### config.mk
export PLATFORM = sky130hd
export DESIGN_NAME = xsw_top
export DESIGN_NICKNAME = d
export VERILOG_FILES = /design/src/rtl/xsw_pkg.sv /design/src/rtl/xsw_route_map.sv /design/src/rtl/xsw_fwd_mux.sv /design/src/rtl/xsw_thr_or.sv /design/src/rtl/xsw_top.sv
export SDC_FILE = /design/constraint.sdc
export NUM_CORES = 1
export LEC_CHECK = 0
export ABC_AREA = 1
export BUFFER_PORTS_ARGS = -buffer_cell sky130_fd_sc_hd__buf_2
export CELL_PAD_IN_SITES_DETAIL_PLACEMENT = 1
export CELL_PAD_IN_SITES_GLOBAL_PLACEMENT = 1
export CORE_ASPECT_RATIO = 1.25
export CORE_MARGIN = 5
export CORE_UTILIZATION = 42
export CTS_CLUSTER_SIZE = 25
export DETAILED_ROUTE_END_ITERATION = 16
export GPL_TIMING_DRIVEN = 0
export HOLD_SLACK_MARGIN = 0.03
export PLACE_DENSITY_LB_ADDON = 0.12
export SYNTH_ARGS = -nofsm -noshare
export SYNTH_HDL_FRONTEND = slang
export SYNTH_SLANG_ARGS = --single-unit
export TNS_END_PERCENT = 30
### constraint.sdc
create_clock -name clk -period 1.3 [get_ports clk]
set_input_delay 0.13 -clock clk [delete_from_list [all_inputs] [get_ports clk]]
set_output_delay 0.13 -clock clk [all_outputs]
set_load 0.005 [all_outputs]
### src/rtl/xsw_pkg.sv
package xsw_pkg;

    localparam int XSW_DEF_SRCS = 4;
    localparam int XSW_DEF_OUTS = 16;
    localparam int XSW_PATHS    = 2;

    // Index width that stays at least one bit for degenerate counts.
    function automatic int idx_w(input int n);
        return (n <= 1) ? 1 : $clog2(n);
    endfunction

endpackage

### src/rtl/xsw_route_map.sv
module xsw_route_map #(
    parameter int N_SRC = xsw_pkg::XSW_DEF_SRCS,
    parameter int N_OUT = xsw_pkg::XSW_DEF_OUTS
) (
    input  logic                                   clk,
    input  logic                                   rst,
    input  logic                                   cfg_we,
    input  logic [xsw_pkg::idx_w(N_OUT)-1:0]       cfg_addr,
    input  logic [xsw_pkg::idx_w(N_SRC):0]         cfg_wdata,
    output logic [xsw_pkg::idx_w(N_SRC):0]         cfg_rdata,
    output logic [N_OUT-1:0]                       out_en,
    output logic [N_OUT*xsw_pkg::idx_w(N_SRC)-1:0] out_sel
);
    localparam int SEL_W = xsw_pkg::idx_w(N_SRC);

    logic [N_OUT-1:0] en_q;
    logic [SEL_W-1:0] sel_q [N_OUT];
    logic             addr_ok;

    assign addr_ok = 32'(cfg_addr) < N_OUT;

    always_ff @(posedge clk) begin
        if (rst) begin
            en_q <= '0;
            for (int o = 0; o < N_OUT; o++) sel_q[o] <= '0;
        end else if (cfg_we && addr_ok) begin
            en_q[cfg_addr]  <= cfg_wdata[SEL_W];
            sel_q[cfg_addr] <= cfg_wdata[SEL_W-1:0];
        end
    end

    always_comb begin
        cfg_rdata = '0;
        if (addr_ok) cfg_rdata = {en_q[cfg_addr], sel_q[cfg_addr]};
    end

    assign out_en = en_q;
    for (genvar o = 0; o < N_OUT; o++) begin : g_sel
        assign out_sel[o*SEL_W +: SEL_W] = sel_q[o];
    end

    AST_WRITE_LANDS: assert property (@(posedge clk) disable iff (rst)
        (cfg_we && addr_ok) |=>
            (en_q[$past(cfg_addr)] == $past(cfg_wdata[SEL_W]) &&
             sel_q[$past(cfg_addr)] == $past(cfg_wdata[SEL_W-1:0])));
endmodule

### src/rtl/xsw_fwd_mux.sv
module xsw_fwd_mux #(
    parameter int N_SRC = xsw_pkg::XSW_DEF_SRCS,
    parameter int N_OUT = xsw_pkg::XSW_DEF_OUTS
) (
    input  logic [N_SRC-1:0]                       src_in,
    input  logic [N_OUT-1:0]                       out_en,
    input  logic [N_OUT*xsw_pkg::idx_w(N_SRC)-1:0] out_sel,
    output logic [N_OUT-1:0]                       dist_out
);
    localparam int SEL_W = xsw_pkg::idx_w(N_SRC);

    for (genvar o = 0; o < N_OUT; o++) begin : g_out
        logic [SEL_W-1:0] sel_v;
        assign sel_v = out_sel[o*SEL_W +: SEL_W];
        always_comb begin
            dist_out[o] = 1'b0;
            if (out_en[o] && 32'(sel_v) < N_SRC) dist_out[o] = src_in[sel_v];
        end
    end
endmodule

### src/rtl/xsw_thr_or.sv
module xsw_thr_or #(
    parameter int N_SRC = xsw_pkg::XSW_DEF_SRCS,
    parameter int N_OUT = xsw_pkg::XSW_DEF_OUTS
) (
    input  logic                                   clk,
    input  logic                                   rst,
    input  logic [N_OUT-1:0]                       thr_in,
    input  logic [N_OUT-1:0]                       out_en,
    input  logic [N_OUT*xsw_pkg::idx_w(N_SRC)-1:0] out_sel,
    output logic [N_SRC-1:0]                       thr_out
);
    localparam int SEL_W = xsw_pkg::idx_w(N_SRC);

    logic [N_OUT-1:0] sync1_q, sync2_q;
    logic [N_OUT-1:0] memb [N_SRC];
    logic [N_SRC-1:0] or_d, thr_q;

    always_ff @(posedge clk) begin
        if (rst) begin
            sync1_q <= '0;
            sync2_q <= '0;
            thr_q   <= '0;
        end else begin
            sync1_q <= thr_in;
            sync2_q <= sync1_q;
            thr_q   <= or_d;
        end
    end

    // Membership of each output in each source's partition.
    always_comb begin
        for (int s = 0; s < N_SRC; s++) begin
            for (int o = 0; o < N_OUT; o++) begin
                memb[s][o] = out_en[o] &&
                             (32'(out_sel[o*SEL_W +: SEL_W]) == s);
            end
            or_d[s] = |(sync2_q & memb[s]);
        end
    end

    assign thr_out = thr_q;

    AST_THR_HAS_CAUSE: assert property (@(posedge clk) disable iff (rst)
        (|thr_q) |-> $past(|sync2_q));
endmodule

### src/rtl/xsw_top.sv
module xsw_top #(
    parameter int N_SRC = xsw_pkg::XSW_DEF_SRCS,
    parameter int N_OUT = xsw_pkg::XSW_DEF_OUTS
) (
    input  logic                                 clk,
    input  logic                                 rst,
    input  logic [N_SRC-1:0]                     src_in,
    output logic [N_OUT-1:0]                     dist_out,
    input  logic                                 cfg_we,
    input  logic [xsw_pkg::idx_w(N_OUT)-1:0]     cfg_addr,
    input  logic [xsw_pkg::idx_w(N_SRC):0]       cfg_wdata,
    output logic [xsw_pkg::idx_w(N_SRC):0]       cfg_rdata,
    input  logic [N_OUT-1:0]                     thr_a_in,
    input  logic [N_OUT-1:0]                     thr_b_in,
    output logic [N_SRC-1:0]                     thr_a_out,
    output logic [N_SRC-1:0]                     thr_b_out
);
    localparam int SEL_W = xsw_pkg::idx_w(N_SRC);

    logic [N_OUT-1:0]       out_en;
    logic [N_OUT*SEL_W-1:0] out_sel;
    logic [N_OUT-1:0]       thr_in_p  [xsw_pkg::XSW_PATHS];
    logic [N_SRC-1:0]       thr_out_p [xsw_pkg::XSW_PATHS];

    xsw_route_map #(.N_SRC(N_SRC), .N_OUT(N_OUT)) u_map (
        .clk(clk), .rst(rst), .cfg_we(cfg_we), .cfg_addr(cfg_addr),
        .cfg_wdata(cfg_wdata), .cfg_rdata(cfg_rdata),
        .out_en(out_en), .out_sel(out_sel)
    );

    xsw_fwd_mux #(.N_SRC(N_SRC), .N_OUT(N_OUT)) u_fwd (
        .src_in(src_in), .out_en(out_en), .out_sel(out_sel), .dist_out(dist_out)
    );

    assign thr_in_p[0] = thr_a_in;
    assign thr_in_p[1] = thr_b_in;

    for (genvar p = 0; p < xsw_pkg::XSW_PATHS; p++) begin : g_path
        xsw_thr_or #(.N_SRC(N_SRC), .N_OUT(N_OUT)) u_or (
            .clk(clk), .rst(rst), .thr_in(thr_in_p[p]),
            .out_en(out_en), .out_sel(out_sel), .thr_out(thr_out_p[p])
        );
    end

    assign thr_a_out = thr_out_p[0];
    assign thr_b_out = thr_out_p[1];

    AST_RESET_QUIET: assert property (@(posedge clk) disable iff (rst)
        $past(rst) |-> (thr_a_out == '0 && thr_b_out == '0 && dist_out == '0));

    for (genvar o = 0; o < N_OUT; o++) begin : g_chk
        AST_DISABLED_LOW: assert property (@(posedge clk) disable iff (rst)
            !out_en[o] |-> !dist_out[o]);
    end
endmodule

==> qor.yml <==
cells_and_area:
  fill_cells: 1865
  areaGrowthSynthToFinish_pct: 38.4
  final_cell_mix: "151 x nor2_1, 138 x nand2_1, 105 x nand4_1, 93 x inv_1, 78 x nand3_1"
  drive_gt1_frac: 0.301
  diodes: 0
  seq_area_mm2: 0.00276
  fin_nets: 1108
  layout_commonest_cell: "nor2_1"
  multi_input_area_mm2: 0.00314
clock_tree:
  htree_num_levels: 4
  clock_latency_ns: 0.42
  cts_buffers: 17
  root_buffer: "clkbuf_16"
  cts_tree: "yes"
  clock_path_buffers: 2
  clk_pin_slew_ns: 0.06
  cts.sinks: 120
global_routing:
  grt_start_max_net_pins: 17
  grt_usage: 0.276
  grt_overflow: 0
  grt_pass1_wl_mm: 37.8
  grt_pass1_vias: 7001
  grt_antenna_before_repair: 0
worst_hold_path:
  min-delay-path-class: "in -> reg"
  holdPathEnd: "u_map.out_en[10]"
  hp-start: "cfg_wdata[2]"
  hold_depth: 3
placement:
  port_buffers: 67
  gp_congestion: 0.893
  pre_cts_slack_ns: -0.342
  dp_hpwl_mm: 16.5
route:
  wl_per_cell_um: 20.0
  detail-route-antenna-nets: 0
  via_per_inst: 5.59
  drc: 0
  drt_iter0_drc: 517
  wl_mm: 25.1
  vias: 7024
  dr.pass1.iters: 6
yosys:
  synth_area_mm2: 0.00632
  synth.avg_cell_area_um2: 7.05
  yosysUniqueCellTypes: 22
  syn_nets: 943
  ys_seq_area_frac: 0.431
  yosys_warnings: 0
  postSynthCellCount: 897
  ys_ff_latch: 120
worst_setup_path:
  r2r-start: "u_map.sel_q[5][0]"
  critPathRequiredTime_ns: 1.17
  crit_chain: "buf_6 > nor2_4 > nand2_2 > a41oi_2 > buf_2"
  r2r_setup_slack_ns: -0.22
  crit_arrival_ns: 1.61
  rr_worst_depth: 10
  critPathLaunchType: "flop"
  critical_path_class: "reg -> out"
  crit_start: "u_map.sel_q[13][0]"
  max_stage_delay_ns: 0.41
  critPathSlowestCell: "edfxtp_1"
  cp-end-kind: "output pin"
  worstReg2RegEnd: "g_path[0].u_or.thr_out[2]"
  cp_max_fo: 6
timing:
  hold_violations: 0
  max-slew-margin-rel: 0.387
  final-setup-viol-count: 27
  whs_ns: 0.142
  setup_tns_ns: -7.48
  max_freq_mhz: 575
  fin_ws_ns: -0.440
  fin_crit_ns: 1.74
  rsz0062_at_grt: "true"
  finalMaxSlewViolations: 0
  worst_pin_slew_ns: 0.920
  finalCritPeriodShare: 1.34
  skew_ns: 0.00917
floorplanning:
  io_pins: 73
  die_area_mm2: 0.0176
  core_mm2: 0.0149
  dieWidth_um: 120
  die_h_um: 147
  start_util: 0.425
  rows: 50
run_status:
  outcome: "complete, but fails checks"
  violations: "setup timing"
pwr:
  leakage_nw: 4.08
  finalPower_mw: 9.91
  power_density_mw_per_mm2: 1130
  ir_drop_uv: 809
flow_run:
  cap_violations: 0
-- stage by stage --
stage                util  instances  cell area [um2]
floorplan               -        897             6320
global placement    0.462       1146             6880
detailed placement  0.462       1146             6880
CTS                 0.563       1235             8380
global route        0.588       1257             8750
finish              0.588       1257             8750
-- logic make-up after synthesis --
kind of cell | synth area share
compound gates | 0.0618
buf+inv | 0.125
flops | 0.431
simple gates | 0.383
-- synth_stat cells --
cell type    n  area share
dfxtp_1     88        0.28
inv_1      123       0.073
o21ai_0     15       0.012
nand2_1    148       0.088
a41oi_1     16       0.022
nand3_1     86       0.068
clkbuf_4     1      0.0012
nand2_8      1      0.0032
buf_4        4      0.0048
o22ai_1     16       0.016
buf_2       29       0.023
inv_2        4      0.0024
buf_6        2      0.0036
nor3_4       2      0.0051
nor2_2       1     0.00099
nand3_2      4      0.0063
nor2_1     175        0.10
nor2_4       2      0.0036
nand4_1    105        0.10
clkbuf_1    28       0.017
a21oi_1     15       0.012
edfxtp_1    32        0.15
-- worst max path at each step --
| stage | endpoint | slack, ns | cells past startpoint |
|---|---|---|---|
| detailed placement | dist_out[13] | -0.34 | 5 |
| global placement | dist_out[13] | -0.36 | 5 |
| CTS | cfg_rdata[0] | -0.39 | 8 |
| global route | dist_out[9] | -0.47 | 5 |
| floorplan | cfg_rdata[2] | 0.17 | 7 |
| finish | dist_out[13] | -0.44 | 5 |
-- worst max-delay path: cells and delay by family, from the launching register on --
| family | cells | cell delay, ns |
|---|---|---|
| flip-flops | 1 | 0.41 |
| buffers and inverters | 2 | 0.32 |
| AO/OA/AOI/OAI | 1 | 0.26 |
| AND/OR/NAND/NOR | 2 | 0.21 |
-- state kept, by name, summed over array words and instances (netlist names) --
name	count
g_path.u_or.thr_out	8
u_map.out_en	16
g_path.u_or.sync1_q	32
g_path.u_or.sync2_q	32
u_map.sel_q	32
-- layer usage --
metal,vias to the layer above,wire length [um],share of wire,GRT usage
met3,64,1420,0.057,0.0439
met2,284,12200,0.49,0.461
met5,-,0,0,0
met1,3368,10400,0.42,0.352
li1,3308,-,-,-
met4,0,1040,0.042,0.126
-- repair_timing --
item,4_1_cts,5_1_grt
pin swaps,12,33
hold buffers,33,0
gates resized for setup,143,74
endpoints found under the setup margin,27,27
endpoints found under the hold margin,34,0
setup buffers,36,24
-- power breakdown --
part	internal [mW]	switching, mW
sequential	3.98	0.125
clock	2.69	1.81
combinational	0.507	0.793
total	7.18	2.73
-- area by class of cell --
type / instances / area share
Inverter: 127 / 0.0594
Tap cell: 182 / 0.0260
Buffer: 50 / 0.0459
Clock inverter: 13 / 0.0134
Multi-Input combinational cell: 586 / 0.359
Clock buffer: 19 / 0.0506
Timing Repair Buffer: 160 / 0.129
Sequential cell: 120 / 0.316
Note: power is estimated with default switching activity, not from simulation.
